===== src/rtl/ts_descr_pkg.sv =====
package ts_descr_pkg;

    // Position of the control machine inside a packet
    typedef enum logic [1:0] {
        ST_IDLE = 2'd0,   // no sync byte seen since reset
        ST_TEI  = 2'd1,   // next byte carries the transport error bit
        ST_BODY = 2'd2    // remaining payload bytes
    } pkt_state_t;

endpackage


===== src/rtl/ts_frame_track.sv =====
module ts_frame_track #(
    parameter int          BYTE_W       = 8,
    parameter int          FRAME_BLOCKS = 8,
    parameter logic [7:0]  SYNC_FRAME   = 8'hB8
) (
    input  logic              clk,
    input  logic              rst_n,
    input  logic              hit,
    input  logic [BYTE_W-1:0] sync_byte,
    input  logic              bad,
    output logic              frame_start,
    output logic              lock_now
);

    localparam int PW = (FRAME_BLOCKS > 1) ? $clog2(FRAME_BLOCKS) : 1;
    localparam logic [PW-1:0] LAST_POS = PW'(FRAME_BLOCKS - 1);

    logic [PW-1:0] pos_q;
    logic [PW-1:0] pos_d;
    logic          lock_q;
    logic          resync;

    assign resync = hit && (sync_byte == BYTE_W'(SYNC_FRAME)) && !bad;

    always_comb begin
        if (resync)
            pos_d = '0;
        else if (pos_q == LAST_POS)
            pos_d = '0;
        else
            pos_d = pos_q + PW'(1);
    end

    assign frame_start = hit && (pos_d == '0);
    assign lock_now    = lock_q || resync;

    always_ff @(posedge clk) begin
        if (!rst_n) begin
            pos_q  <= '0;
            lock_q <= 1'b0;
        end else if (hit) begin
            pos_q  <= pos_d;
            lock_q <= lock_now;
        end
    end

endmodule


===== src/rtl/ts_prbs_gen.sv =====
module ts_prbs_gen #(
    parameter int                PRBS_W = 15,
    parameter int                TAP_A  = 14,
    parameter int                TAP_B  = 15,
    parameter logic [PRBS_W-1:0] SEED   = 15'h00A9,
    parameter int                BYTE_W = 8
) (
    input  logic              clk,
    input  logic              rst_n,
    input  logic              load,
    input  logic              adv,
    output logic [BYTE_W-1:0] mask
);

    // bit 0 holds stage 1, bit PRBS_W-1 holds the last stage
    logic [PRBS_W-1:0] st_q;
    logic [PRBS_W-1:0] st_adv;

    always_comb begin
        logic [PRBS_W-1:0] s;
        logic              fb;
        s    = st_q;
        mask = '0;
        for (int i = 0; i < BYTE_W; i++) begin
            fb                 = s[TAP_A-1] ^ s[TAP_B-1];
            mask[BYTE_W-1-i]   = fb;
            s                  = {s[PRBS_W-2:0], fb};
        end
        st_adv = s;
    end

    always_ff @(posedge clk) begin
        if (!rst_n)
            st_q <= SEED;
        else if (load)
            st_q <= SEED;
        else if (adv)
            st_q <= st_adv;
    end

endmodule


===== src/rtl/ts_pkt_fsm.sv =====
module ts_pkt_fsm
    import ts_descr_pkg::*;
(
    input  logic clk,
    input  logic rst_n,
    input  logic stb,
    input  logic begin_in,
    input  logic bad_in,
    output logic in_idle,
    output logic at_tei,
    output logic pkt_bad
);

    pkt_state_t state_q;
    pkt_state_t state_d;

    // state register
    always_ff @(posedge clk) begin
        if (!rst_n) begin
            state_q <= ST_IDLE;
            pkt_bad <= 1'b0;
        end else begin
            state_q <= state_d;
            if (stb && begin_in)
                pkt_bad <= bad_in;
        end
    end

    // transitions
    always_comb begin
        state_d = state_q;
        if (stb && begin_in) begin
            state_d = ST_TEI;                    // T_SYNC
        end else begin
            unique case (state_q)
                ST_IDLE: state_d = ST_IDLE;      // T_HOLD
                ST_TEI:  if (stb) state_d = ST_BODY; // T_FIRST
                ST_BODY: state_d = ST_BODY;      // T_HOLD
                default: state_d = ST_IDLE;
            endcase
        end
    end

    // outputs
    always_comb begin
        in_idle = (state_q == ST_IDLE);
        at_tei  = (state_q == ST_TEI);
    end

endmodule


===== src/rtl/ts_descrambler.sv =====
module ts_descrambler #(
    parameter int          BYTE_W       = 8,
    parameter int          FRAME_BLOCKS = 8,
    parameter logic [7:0]  SYNC_FRAME   = 8'hB8,
    parameter int          PRBS_W       = 15,
    parameter logic [14:0] PRBS_SEED    = 15'h00A9
) (
    input  logic              clk,
    input  logic              rst_n,
    input  logic              erf_en,
    input  logic [BYTE_W-1:0] in_byte,
    input  logic              in_stb,
    input  logic              in_begin,
    input  logic              in_uncorr,
    output logic [BYTE_W-1:0] out_byte,
    output logic              out_stb,
    output logic              out_begin,
    output logic              out_err
);

    localparam logic [BYTE_W-1:0] TEI_MASK = BYTE_W'(1) << (BYTE_W - 1);

    logic              hit;
    logic              frame_start;
    logic              lock_now;
    logic              in_idle;
    logic              at_tei;
    logic              pkt_bad;
    logic              gen_load;
    logic              gen_adv;
    logic [BYTE_W-1:0] mask;
    logic [BYTE_W-1:0] payload_d;

    assign hit = in_stb && in_begin;

    ts_frame_track #(
        .BYTE_W      (BYTE_W),
        .FRAME_BLOCKS(FRAME_BLOCKS),
        .SYNC_FRAME  (SYNC_FRAME)
    ) track_i (
        .clk        (clk),
        .rst_n      (rst_n),
        .hit        (hit),
        .sync_byte  (in_byte),
        .bad        (in_uncorr),
        .frame_start(frame_start),
        .lock_now   (lock_now)
    );

    ts_pkt_fsm fsm_i (
        .clk     (clk),
        .rst_n   (rst_n),
        .stb     (in_stb),
        .begin_in(in_begin),
        .bad_in  (in_uncorr),
        .in_idle (in_idle),
        .at_tei  (at_tei),
        .pkt_bad (pkt_bad)
    );

    assign gen_load = hit && frame_start;
    assign gen_adv  = in_stb && ((in_begin && !frame_start) || (!in_begin && !in_idle));

    ts_prbs_gen #(
        .PRBS_W(PRBS_W),
        .TAP_A (14),
        .TAP_B (15),
        .SEED  (PRBS_W'(PRBS_SEED)),
        .BYTE_W(BYTE_W)
    ) gen_i (
        .clk  (clk),
        .rst_n(rst_n),
        .load (gen_load),
        .adv  (gen_adv),
        .mask (mask)
    );

    always_comb begin
        payload_d = in_byte ^ mask;
        if (at_tei && erf_en && pkt_bad)
            payload_d = payload_d | TEI_MASK;
    end

    always_ff @(posedge clk) begin
        if (!rst_n) begin
            out_byte  <= '0;
            out_stb   <= 1'b0;
            out_begin <= 1'b0;
            out_err   <= 1'b1;
        end else begin
            out_stb   <= in_stb;
            out_begin <= hit;
            if (in_stb)
                out_byte <= (in_begin || in_idle) ? in_byte : payload_d;
            if (hit)
                out_err <= in_uncorr || !lock_now;
        end
    end

endmodule


===== config.mk =====
export PLATFORM = sky130hd
export DESIGN_NAME = ts_descrambler
export DESIGN_NICKNAME = d
export VERILOG_FILES = /design/src/rtl/ts_descr_pkg.sv /design/src/rtl/ts_frame_track.sv /design/src/rtl/ts_prbs_gen.sv /design/src/rtl/ts_pkt_fsm.sv /design/src/rtl/ts_descrambler.sv
export SDC_FILE = /design/constraint.sdc
export NUM_CORES = 1
export LEC_CHECK = 0
export ABC_AREA = 1
export CAP_MARGIN = 40
export CORE_ASPECT_RATIO = 1.1
export CORE_MARGIN = 2
export CORE_UTILIZATION = 40
export DETAILED_ROUTE_END_ITERATION = 12
export GPL_TIMING_DRIVEN = 0
export PLACE_DENSITY_LB_ADDON = 0.2
export SLEW_MARGIN = 20
export SYNTH_ARGS = -nofsm -noshare
export SYNTH_HDL_FRONTEND = slang
export SYNTH_SLANG_ARGS = --single-unit

===== constraint.sdc =====
create_clock -name clk -period 1.8 [get_ports clk]
set_clock_uncertainty 0.1 [all_clocks]
set_input_delay 0.36 -clock clk [delete_from_list [all_inputs] [get_ports clk]]
set_output_delay 0.36 -clock clk [all_outputs]
set_load 0.01 [all_outputs]

# After elaboration in Yosys (flattened, before gate mapping)
# Cells that the tools add are included.
# classes
muxes	7
n_addsub	1
div_mod_pow	0
n_shift	0
n_lt_le_gt_ge	0
eq_ne	6
multipliers	0
n_bitwise	10
reduce_logical	23
# ops
cell	n
8-bit 2-to-1 mux	2
1-bit logical AND	10
8-bit == test (second input constant)	1
1-bit bitwise XOR	8
8-bit bitwise XOR	1
3-bit 2-to-1 mux	2
1-bit logical NOT	5
1-bit logical OR	4
2-bit case mux with 2 select lines	1
2-bit OR reduction	2
3-bit by 1-bit adder with 3-bit output (second input constant)	1
3-bit == test (second input constant)	1
3-bit logical NOT	1
3-bit inequality test (second input constant)	1
2-bit by 1-bit == test with 1-bit output (second input constant)	1
2-bit == test (second input constant)	1
2-bit logical NOT	1
2-bit 2-to-1 mux	1
2-bit inequality test (second input constant)	1
1-bit 2-to-1 mux	1
1-bit inverter	1
# totals
register_bits	33
memories	0
mem_bits_ro	0
input_bits	14
latchBits	0
mem_bits_rw	0

# Logic depth before layout (Yosys ltp)
# logic_depth
depth_word	10
mapped_depth	9

# By module
# A second synthesis with hierarchy kept.
# unflattened
cells_unflattened	256
hier_area_um2	1751.7
# modules_own_cells
mod	area_each_um2	seq_area_each_um2	n_inst	cells_each
ts_prbs_gen	755.7	300.3	1	106
ts_descrambler	599.3	220.2	1	93
ts_frame_track	241.5	80.1	1	37
ts_pkt_fsm	155.1	60.1	1	20

# Worst setup path before layout
# Ideal clock, no wire load.
# synth_timing
path_type	register to register
start	register track_i.pos_q[0]
end	register gen_i.st_q[9]
path_buffers	1
required_ns	1.588
setup_slack_ns	0.268
t_arrival_ns	1.320
path_stages_with_launch	8
setup_time_ns	0.112
path_cell_list	dfxtp_1 -> ha_1 -> ha_1 -> o21ai_2 -> nand2_4 -> buf_6 -> a21oi_2 -> nor2_1
# synth_via
elab_chain_len	9
# synth_lines
element	line_no	source
start, declared	ts_frame_track.sv:18	logic [PW-1:0] pos_q;
start signal, assigned	ts_frame_track.sv:42	pos_q <= pos_d;
3-bit by 1-bit adder with 3-bit output or 3-bit == test (tied branches)	ts_frame_track.sv:31, ts_frame_track.sv:28	
3-bit 2-to-1 mux *	ts_frame_track.sv:28	else if (pos_q == LAST_POS)
3-bit 2-to-1 mux *	ts_frame_track.sv:26	if (resync)
3-bit logical NOT *	ts_frame_track.sv:34	assign frame_start = hit && (pos_d == '0);
1-bit logical AND *	ts_frame_track.sv:34	
1-bit logical NOT	ts_descrambler.sv:62	assign gen_adv = in_stb && ((in_begin && !frame_start) || (!in_begin && !in_idle));
1-bit logical AND	ts_descrambler.sv:62	
1-bit logical OR	ts_descrambler.sv:62	
1-bit logical AND	ts_descrambler.sv:62	
end signal, assigned	ts_prbs_gen.sv:38	st_q <= st_adv;
end, declared	ts_prbs_gen.sv:16	logic [PRBS_W-1:0] st_q;
# Every way passes the cells marked *; elsewhere a longest branch is shown, timed or not.
# A chain may end at the register's enable or synchronous reset.

# Final worst setup path
# layout_timing
start	input in_stb
end	register gen_i.st_q[11]
# layout_via
elab_chain_len	10
# layout_lines
element	line_no	source
start, declared	ts_descrambler.sv:12	input logic in_stb,
1-bit logical AND	ts_descrambler.sv:34	assign hit = in_stb && in_begin;
1-bit logical AND (2 in series)	ts_frame_track.sv:23	assign resync = hit && (sync_byte == BYTE_W'(SYNC_FRAME)) && !bad;
3-bit 2-to-1 mux	ts_frame_track.sv:26	
3-bit logical NOT	ts_frame_track.sv:34	
1-bit logical AND	ts_frame_track.sv:34	
1-bit logical NOT	ts_descrambler.sv:62	
1-bit logical AND	ts_descrambler.sv:62	
1-bit logical OR	ts_descrambler.sv:62	
1-bit logical AND	ts_descrambler.sv:62	
# Several ways; a longest one is shown, not always the timed one.

==> flow_summary.json <==
{
  "detail_route.first_pass.iterations": 5,
  "setup.worst_path.start": "in_stb",
  "synth_area_leader_cell": "sky130_fd_sc_hd__dfxtp_1",
  "grt_antenna_before_repair": 0,
  "setup_ws_ps": 104,
  "routed_via_density": 4.82,
  "internal-power_uw": 1190,
  "final_hold_fails": 0,
  "path_max_fanout": 10,
  "fin_crit_ps": 1700,
  "power_leakage_uw": 0.000999,
  "drtAntennaViolNets": 0,
  "floorplan.initialDensity": 0.414,
  "min-delay-path-class": "reg2reg",
  "synth.net_count": 241,
  "switching_power_uw": 481,
  "wl_um": 3660,
  "gp_congestion": 0.755,
  "ys_types": 27,
  "global_route.usage.total": 0.176,
  "worstSetupStartpointType": "input port",
  "timing.rr.start": "fsm_i.state_q[0]$_SDFFE_PN0P_",
  "ctsHtreeMaxLevel": 2,
  "yosysMostFrequentCell": "sky130_fd_sc_hd__nand2_1",
  "via_count_of_the_first_global_routing_pass": 1324,
  "yosysTopAreaCellShare": 0.403,
  "synth_area_um2": 1640,
  "floorplan.core_area_um2": 3960,
  "globalRoute.totalOverflow": 0,
  "antenna_cells_inserted": 0,
  "cts_num_sinks": 33,
  "clock.fmax_ghz": 0.590,
  "sequential_share_of_the_synthesized_area": 0.403,
  "ys_ff_latch": 33,
  "power.share.switching": 0.287,
  "timing.critical_path.arrival_ps": 1780,
  "rsz0062_at_grt": "yes",
  "grt_start_max_net_pins": 11,
  "maxCapViolCount": 0,
  "timing.setup.critical_path_class": "in2reg",
  "cts_buffers": 5,
  "worstHoldStart": "track_i.lock_q$_SDFFE_PN0N_",
  "max_slew.worst_pin.slew_ps": 475,
  "root_buffer": "sky130_fd_sc_hd__clkbuf_8",
  "clk_pin_slew_worst_paths_ps": 70,
  "clock_network_latency_to_the_later_pin_of_the_worst_skew_pair_ps": 290,
  "fin_nets": 272,
  "port_buffers": 24,
  "chipWidth_um": 65.1,
  "cts_max_path_buffers": 2,
  "design_area_um2": 2060,
  "async_flop_share": 0,
  "avgRoutedWirePerCell_um": 11.9,
  "dr_total_vias": 1479,
  "power.share.sequential": 0.485,
  "place_ws_ps": -313,
  "synth-warning-count": 0,
  "post_cts_hold_buffer_count": 0,
  "fin_crit_sh": 0.942,
  "tritoncts_clock_tree": "yes",
  "initialDrtViolationCount": 101,
  "comb_power_share": 0.189,
  "synth-edff-count": 0,
  "ratio_of_cells_with_drive_above_1_in_the_final_layout": 0.114,
  "hpwl_um": 2730,
  "worst_hold_slack_ps": 368,
  "dominantRegCellSynth": "sky130_fd_sc_hd__dfxtp_1",
  "finalPower_uw": 1670,
  "finish.utilization": 0.521,
  "num_io_pins": 25,
  "commonest_cells_post_synth": "sky130_fd_sc_hd__nand2_1 (43), sky130_fd_sc_hd__dfxtp_1 (33), sky130_fd_sc_hd__nor2_1 (29), sky130_fd_sc_hd__inv_1 (28), sky130_fd_sc_hd__nand3_1 (28)",
  "chipHeight_um": 71.2,
  "vdd_ir_drop_max_v": 0.000428,
  "syn-instance-count": 223,
  "postSynthAreaPerCell_um2": 7.36,
  "nFillCells": 398,
  "route.detailed.drc": 0,
  "status": "finished clean",
  "grt_first_pass_wirelength_um": 6230,
  "synth_area_leaders": "sky130_fd_sc_hd__dfxtp_1 (40%), sky130_fd_sc_hd__nand2_1 (9.8%), sky130_fd_sc_hd__nand3_1 (8.5%), sky130_fd_sc_hd__nor2_1 (6.6%), sky130_fd_sc_hd__inv_1 (6.4%)",
  "post-cts-setup-buffer-count": 0,
  "cell_area_power_density_nw_per_um2": 811,
  "floorplan.rows": 24,
  "floorplan.die_area_um2": 4630,
  "cp_data_required_time_ps": 1880,
  "slew_headroom": 0.683,
  "drv_slew": 0,
  "clkPwrFrac": 0.326,
  "dpl_cell_area_um2": 1950,
  "setup-violations-final": 0,
  "area_growth_syn_to_layout_pct": 25.9,
  "crit_path_capture_type": "flip-flop"
}
==> cell usage in the layout, fill, tap and decap left out, types with 2 or more instances in the layout <==
cell type,n
sky130_fd_sc_hd__o211ai_1,3
sky130_fd_sc_hd__clkinv_2,2
sky130_fd_sc_hd__dfxtp_1,33
sky130_fd_sc_hd__buf_6,3
sky130_fd_sc_hd__o21ai_0,7
sky130_fd_sc_hd__nand2_4,2
sky130_fd_sc_hd__nor2_2,3
sky130_fd_sc_hd__a21oi_1,5
sky130_fd_sc_hd__clkbuf_8,5
sky130_fd_sc_hd__clkdlybuf4s50_1,23
sky130_fd_sc_hd__inv_1,28
sky130_fd_sc_hd__a21o_1,4
sky130_fd_sc_hd__buf_4,3
sky130_fd_sc_hd__clkbuf_1,2
sky130_fd_sc_hd__nand3_1,28
sky130_fd_sc_hd__a21oi_2,5
sky130_fd_sc_hd__nand2_1,42
sky130_fd_sc_hd__nor3_1,2
sky130_fd_sc_hd__ha_1,4
sky130_fd_sc_hd__clkbuf_2,2
sky130_fd_sc_hd__xor2_1,12
sky130_fd_sc_hd__nor2_1,27
==> power by group through the flow <==
stage	registers, µW	clock network, µW	logic [µW]
after floorplan	832	0	188
after global placement	828	0	306
after detailed placement	829	0	307
after CTS	812	564	310
after global routing	818	589	357
final	812	545	316
==> final timing paths <==
check,slack [ps],to,cells after the start
setup / recovery,100,gen_i.st_q[11]$_SDFFE_PP0P_,9
hold reg to reg,370,track_i.lock_q$_SDFFE_PN0N_,2
setup reg to reg,150,out_byte[6]$_SDFFE_PN0P_,8
hold / removal,370,track_i.lock_q$_SDFFE_PN0N_,2
==> area by class of cell <==
type / count / area, µm² / share of cell area
flip-flops and latches: 33 / 661 / 0.320
clock buffers: 6 / 72.6 / 0.0352
well taps: 52 / 65.1 / 0.0315
repair buffers: 24 / 243 / 0.118
multi-input cells: 153 / 838 / 0.406
plain buffers: 9 / 70.1 / 0.0339
clock inverters: 2 / 10.0 / 0.00485
inverters: 28 / 105 / 0.0509
==> critical path, stage by stage <==
cell and delay [ps]:
sky130_fd_sc_hd__clkdlybuf4s50_1 530, sky130_fd_sc_hd__nand2_4 100, sky130_fd_sc_hd__nor2_2 130, sky130_fd_sc_hd__nand3_2 140, sky130_fd_sc_hd__o21ai_2 110, sky130_fd_sc_hd__nand2_4 100, sky130_fd_sc_hd__buf_6 160, sky130_fd_sc_hd__a21oi_2 110
sky130_fd_sc_hd__nor2_1 40
==> logic make-up (layout without fill, tap and decap cells) <==
family / Yosys count / in the layout / synth area share
flops: 33 / 33 / 0.403
xor+xnor: 12 / 12 / 0.0641
fa+ha+maj: 4 / 4 / 0.0305
buf+inv: 37 / 69 / 0.0984
simple gates: 108 / 108 / 0.285
compound gates: 29 / 29 / 0.119
==> metal layers <==
metal | share of wire | track usage
met5 | 0 | 0
met3 | 0.050 | 0.0556
met2 | 0.44 | 0.267
met4 | 0.014 | 0.0556
met1 | 0.50 | 0.239
==> through the flow <==
step | setup TNS [ps] | instances
after detailed placement | -4820 | 299
final | 0 | 307
after CTS | 0 | 307
after floorplan | 0 | 223
after global routing | -27.3 | 307
after global placement | -5090 | 299
==> flip-flops by register name, indices dropped and copies added, names as in the netlist <==
signal and flops:
gen_i.st_q 15, out_byte 8, track_i.pos_q 3, fsm_i.state_q 2, fsm_i.pkt_bad 1, out_begin 1, out_err 1, out_stb 1
track_i.lock_q 1
==> timing repair <==
item,4_1_cts,5_1_grt
setup endpoints to repair,1,21
hold endpoints to repair,0,0
gates resized for setup,1,15
(Power assumes the default switching activity.)
